<file path="src/rtl/rtr_pkg.sv">
package rtr_pkg;
  typedef enum logic [0:0] {
    CAP_HUNT = 1'b0,
    CAP_BITS = 1'b1
  } cap_state_t;
endpackage

</file>
<file path="src/rtl/rtr_sync.sv">
module rtr_sync #(
  parameter int   STAGES  = 2,
  parameter logic RST_VAL = 1'b0
) (
  input  logic clk,
  input  logic rst,
  input  logic d,
  output logic q
);
  logic [STAGES-1:0] chain;

  always_ff @(posedge clk) begin
    if (rst) chain <= {STAGES{RST_VAL}};
    else     chain <= {chain[STAGES-2:0], d};
  end

  assign q = chain[STAGES-1];
endmodule

</file>
<file path="src/rtl/rtr_capture.sv">
module rtr_capture
  import rtr_pkg::*;
#(
  parameter int WORD_W       = 9,
  parameter int CLKS_PER_BIT = 2983
) (
  input  logic              clk,
  input  logic              rst,
  input  logic              enable,
  input  logic              line,
  output logic              done,
  output logic [WORD_W-1:0] word
);
  localparam int FIRST_WAIT = CLKS_PER_BIT + CLKS_PER_BIT / 2;
  localparam int TW         = $clog2(FIRST_WAIT + 1);
  localparam int CW         = $clog2(WORD_W + 1);

  cap_state_t    state;
  logic [TW-1:0] timer;
  logic [CW-1:0] nbits;
  logic          line_q;

  always_ff @(posedge clk) begin
    if (rst) begin
      state  <= CAP_HUNT;
      timer  <= '0;
      nbits  <= '0;
      line_q <= 1'b1;
      done   <= 1'b0;
      word   <= '0;
    end else begin
      line_q <= line;
      done   <= 1'b0;
      if (!enable) begin
        state <= CAP_HUNT;
        nbits <= '0;
      end else begin
        case (state)
          CAP_HUNT: begin
            if (line_q && !line) begin
              state <= CAP_BITS;
              timer <= TW'(FIRST_WAIT - 2);
              nbits <= '0;
            end
          end
          CAP_BITS: begin
            if (timer == '0) begin
              word  <= {line, word[WORD_W-1:1]};
              timer <= TW'(CLKS_PER_BIT - 1);
              if (nbits == CW'(WORD_W - 1)) begin
                done  <= 1'b1;
                nbits <= '0;
                state <= CAP_HUNT;
              end else begin
                nbits <= nbits + 1'b1;
              end
            end else begin
              timer <= timer - 1'b1;
            end
          end
          default: state <= CAP_HUNT;
        endcase
      end
    end
  end
endmodule

</file>
<file path="src/rtl/rtr_handover.sv">
module rtr_handover #(
  parameter int WORD_W = 9
) (
  input  logic              clk,
  input  logic              rst,
  input  logic              enable,
  input  logic              raw,
  input  logic              strobe,
  input  logic              strb_rise,
  input  logic              strb_fall,
  input  logic              load,
  input  logic [WORD_W-1:0] word,
  output logic              rxd_o,
  output logic              rdy_n_o
);
  localparam int CW = $clog2(WORD_W + 1);

  logic [WORD_W-1:0] hold;
  logic [CW-1:0]     falls;
  logic              active;

  always_ff @(posedge clk) begin
    if (rst) begin
      hold    <= '0;
      falls   <= '0;
      active  <= 1'b0;
      rdy_n_o <= 1'b1;
      rxd_o   <= 1'b0;
    end else begin
      rxd_o <= enable & (active ? hold[0] : raw);
      if (!enable) begin
        active  <= 1'b0;
        rdy_n_o <= 1'b1;
        falls   <= '0;
      end else if (load) begin
        hold    <= word;
        falls   <= '0;
        active  <= ~strobe;
        rdy_n_o <= strobe;
      end else if (active) begin
        if (strb_rise) rdy_n_o <= 1'b1;
        if (strb_fall) begin
          if (falls == CW'(WORD_W - 1)) begin
            active <= 1'b0;
            falls  <= '0;
          end else begin
            hold  <= {1'b0, hold[WORD_W-1:1]};
            falls <= falls + 1'b1;
          end
        end
      end
    end
  end
endmodule

</file>
<file path="src/rtl/rx_char_retimer.sv">
module rx_char_retimer #(
  parameter int WORD_W       = 9,
  parameter int CLKS_PER_BIT = 2983,
  parameter int SYNC_STAGES  = 2
) (
  input  logic clk,
  input  logic rst,
  input  logic rx_on,
  input  logic rx_raw,
  input  logic host_strobe,
  output logic rxd,
  output logic rdy_n
);
  logic              raw_s;
  logic              strb_s;
  logic              strb_q;
  logic              strb_rise;
  logic              strb_fall;
  logic              char_done;
  logic [WORD_W-1:0] char_word;

  rtr_sync #(.STAGES(SYNC_STAGES), .RST_VAL(1'b1)) u_sync_raw (
    .clk(clk), .rst(rst), .d(rx_raw), .q(raw_s)
  );

  rtr_sync #(.STAGES(SYNC_STAGES), .RST_VAL(1'b0)) u_sync_strb (
    .clk(clk), .rst(rst), .d(host_strobe), .q(strb_s)
  );

  always_ff @(posedge clk) begin
    if (rst) strb_q <= 1'b0;
    else     strb_q <= strb_s;
  end

  assign strb_rise = strb_s & ~strb_q;
  assign strb_fall = ~strb_s & strb_q;

  rtr_capture #(.WORD_W(WORD_W), .CLKS_PER_BIT(CLKS_PER_BIT)) u_capture (
    .clk(clk), .rst(rst), .enable(rx_on), .line(raw_s),
    .done(char_done), .word(char_word)
  );

  rtr_handover #(.WORD_W(WORD_W)) u_handover (
    .clk(clk), .rst(rst), .enable(rx_on), .raw(raw_s),
    .strobe(strb_s), .strb_rise(strb_rise), .strb_fall(strb_fall),
    .load(char_done), .word(char_word),
    .rxd_o(rxd), .rdy_n_o(rdy_n)
  );
endmodule

</file>
<file path="config.mk">
export PLATFORM = sky130hd
export DESIGN_NAME = rx_char_retimer
export DESIGN_NICKNAME = d
export VERILOG_FILES = /design/src/rtl/rtr_pkg.sv /design/src/rtl/rtr_sync.sv /design/src/rtl/rtr_capture.sv /design/src/rtl/rtr_handover.sv /design/src/rtl/rx_char_retimer.sv
export SDC_FILE = /design/constraint.sdc
export NUM_CORES = 1
export LEC_CHECK = 0
export BUFFER_PORTS_ARGS = -buffer_cell sky130_fd_sc_hd__buf_2
export CORE_MARGIN = 4
export CORE_UTILIZATION = 53
export CTS_CLUSTER_SIZE = 40
export DETAILED_ROUTE_END_ITERATION = 8
export PLACE_DENSITY = 0.72
export SLEW_MARGIN = 20
export SYNTH_ARGS = -nofsm -noshare
export SYNTH_HDL_FRONTEND = slang
export SYNTH_SLANG_ARGS = --single-unit
</file>
<file path="constraint.sdc">
create_clock -name clk -period 1.6 [get_ports clk]
set_input_delay 0.08 -clock clk [delete_from_list [all_inputs] [get_ports clk]]
set_output_delay 0.08 -clock clk [all_outputs]
set_load 0.01 [all_outputs]
</file>
==> metrics <==
outcome=finished, violations left; Total Neg Setup Slack=-0.2304 ns; unrepaired setup endpoints after global routing=true; clock root cell=sky130_fd_sc_hd__clkbuf_8; synthesized area=0.002406 mm^2; final setup violation count=7; Cell variety after synth=55; Num Clock Sinks=50; pin count of the biggest net entering global routing=20; crit-path cells=buf_4, or4_4, nor2_4, nor2_2, a2111oi_2; RD Place Congestion=~0.84; average via count per standard cell=slightly below 6; area of the die=0.005681 mm^2; total inserted antenna cells=0; pins over their slew limit=0; Routed Wire Length=5258 um; final-layout fill cell count=383; average wire per standard cell=about 15 um; most used flip-flop cell after synthesis=sky130_fd_sc_hd__dfxtp_1; Max transition margin=56.65%; Max stage delay cell, worst path=sky130_fd_sc_hd__or4_4; wire length of the first global-routing pass=8707 um; clock buffer count from CTS=5; element type at the critical path end=register; Worst Tran Pin Value=between 0.6 and 0.7 ns; HP Class=in -> reg; FF+latch count, synth=50; Vert. Die Dim=around 75 um; Remaining DRCs=0; number of global-route vias before repair=roughly 2000; Clock Tree Buf Depth=2; initial antenna violation count=0; total cell area at the placement stage=between 0.002 and 0.003 mm^2; post-route minimum period=~1.7 ns; top post-synthesis cells by count=sky130_fd_sc_hd__dfxtp_1, sky130_fd_sc_hd__a21oi_1, sky130_fd_sc_hd__nor2_1; row cnt=24; count of nets left with antenna violations after detail routing=0; layout cells sized above 1=around a quarter; overall routing resource usage=approximately a fifth; largest vdd supply drop=between 0.0004 and 0.0005 V; number of maximum-capacitance constraint violations=0; PD cells=~900 mW/mm^2; clock input transition at the sequential cells of the worst setup and hold paths=0.09 ns; post-route clock skew=0.01027 ns; HPWL after detailed placement=approximately 3500 um; max incr delay on CP=approximately 0.60 ns; proportion of synthesized chip area in sequential cells=roughly two fifths; most area-hungry cell type in the Yosys netlist=sky130_fd_sc_hd__dfxtp_1; failing checks=setup timing; total number of yosys warnings=0; number of enable flip-flop cells after synthesis=0; highest clock rate=0.5991 GHz; final setup slack of the worst path=-0.06906 ns; # H-tree levels=2; Iteration-0 DRC Markers=roughly 130; Worst Path Required=between 1.5 and 2 ns; most frequent cell after synthesis=sky130_fd_sc_hd__dfxtp_1; share of the cycle needed by the critical path after routing=104.3%; worst endpoint data arrival time=about 1.9 ns; Layout area overhead=21.68%; cell count after synthesis=280; number of endpoints with negative hold slack in the final report=0; Layout Nets=about 320; IO Port Bufs=6; total grt overflow=0; crit path launch type=register; Floorplan Core Area=between 0.004 and 0.005 mm^2; total iterations of the first detailed-routing run=4; fin area=a little under 0.003 mm^2; starting density of the core=54.88%; total nets after synthesis=just under 300; proportion of netlist area held by the largest area contributor=a little over two fifths; DR vias=approximately 2100; kind of critical path=reg -> reg; Static Leak=slightly above 0.001 uW; peak fanout along the critical path=4; Core Util, Final=between 60% and 70%; top cells by area, synth=sky130_fd_sc_hd__dfxtp_1, sky130_fd_sc_hd__a21oi_1, sky130_fd_sc_hd__mux2i_1, sky130_fd_sc_hd__nand3_1, sky130_fd_sc_hd__a311oi_1; clock tree from TritonCTS=built; FFs w/ async S/R, synth=0%; worst-skew pair later-pin latency=around 0.30 ns; Avg Inst Size Synth=roughly 8.6 um^2; I/O pins=7; chip width=75.38 um
[registers in the layout (all words and copies together), names as in the netlist]
register	flops
u_handover.active	1
u_sync_raw.chain	2
u_capture.state	1
u_capture.line_q	1
u_capture.done	1
u_handover.rdy_n_o	1
u_capture.nbits	4
u_capture.word	9
u_handover.rxd_o	1
u_handover.hold	9
u_sync_strb.chain	2
u_handover.falls	4
strb_q	1
u_capture.timer	13
[metrics by stage]
stage          hold WS [ns]  setup slack, ns  std cells  total power (uW)
3_5_place_dp         0.2785         -0.04624        346              1667
2_1_floorplan        0.1838         -0.01096        280              1550
3_3_place_gp         0.2688        -0.002298        346              1661
6_report            0.07958         -0.06906        360              2640
5_1_grt             0.07232          -0.1348        360              2758
4_1_cts             0.08036         -0.02832        359              2602
[critical path: cells and delay by family (launching register included)]
kind | cells | cell delay (ns)
and+or+nand+nor | 3 | 0.77
DFF | 1 | 0.33
AOI/OAI and AO/OA | 1 | 0.33
buffers and inverters | 1 | 0.14
[worst paths after layout]
| kind | from | to | slack [ns] | cells past startpoint |
|---|---|---|---|---|
| hold reg to reg | u_sync_raw.chain[0]$_SDFF_PP1_ | u_sync_raw.chain[1]$_SDFF_PP1_ | 0.43 | 1 |
| setup / recovery | u_capture.timer[1]$_SDFFE_PP0P_ | u_capture.timer[5]$_SDFFE_PP0P_ | -0.07 | 5 |
| setup reg to reg | u_capture.timer[1]$_SDFFE_PP0P_ | u_capture.timer[5]$_SDFFE_PP0P_ | -0.07 | 5 |
| hold / removal | rst | u_handover.hold[7]$_SDFFE_PP0P_ | 0.08 | 2 |
[report_power, final]
part / total [uW] / internal (uW) / switching (uW)
combinational: 448 / 199 / 249
sequential: 1290 / 1270 / 24.0
clock: 903 / 500 / 402
[per-layer routing]
metal  GRT usage (%)  routed length (um)  up-vias
met5               0                   0        -
met4           7.184                  67        0
met3           4.617                 160        9
met2           33.08                2546       32
met1           24.27                2484      994
li1                -                   -     1083
[kinds of logic (layout without fill, tap and decap cells)]
logic type               after synthesis  after routing  share of synthesized area, %
buffers and inverters                 35             63                         6.188
AND/OR/NAND/NOR                       93             93                         21.48
adder cells (fa/ha/maj)                6              6                         3.120
multiplexers                          11             11                         4.576
AO/OA/AOI/OAI                         85             85                         23.04
flip-flops                            50             50                         41.60
[cell usage in the layout (no fill, tap or decap), types with 4 or more instances in the layout]
cell                       instances
sky130_fd_sc_hd__a21oi_1          31
sky130_fd_sc_hd__a311oi_1          9
sky130_fd_sc_hd__a31oi_1           4
sky130_fd_sc_hd__buf_2             6
sky130_fd_sc_hd__buf_4            30
sky130_fd_sc_hd__clkbuf_8          6
sky130_fd_sc_hd__dfxtp_1          47
sky130_fd_sc_hd__ha_1              5
sky130_fd_sc_hd__inv_1            13
sky130_fd_sc_hd__mux2i_1          11
sky130_fd_sc_hd__nand2_1          15
sky130_fd_sc_hd__nand2b_1          6
sky130_fd_sc_hd__nand3_1          17
sky130_fd_sc_hd__nand4_1           4
sky130_fd_sc_hd__nor2_1           15
sky130_fd_sc_hd__nor2b_1           4
sky130_fd_sc_hd__o21ai_1          11
sky130_fd_sc_hd__o32ai_1           4
[repair_timing]
item | CTS | global route
endpoints found under the hold margin | 2 | 0
hold buffers | 2 | 0
setup endpoints to repair | 20 | 26
cloned | 0 | 0
buffers inserted | 4 | 1
resized for setup | 20 | 14
pin swaps | 1 | 5
[area by class of cell]
| class | count | area, um^2 | area share (%) |
|---|---|---|---|
| clock buffers | 6 | 82.58 | 2.821 |
| clock inverters | 1 | 30.03 | 1.026 |
| inverters | 14 | 52.55 | 1.795 |
| multi-input cells | 195 | 1364 | 46.58 |
| flip-flops and latches | 50 | 1005 | 34.32 |
| well taps | 52 | 65.06 | 2.222 |
| repair buffers | 42 | 329.1 | 11.24 |
(Power assumes the default switching activity.)
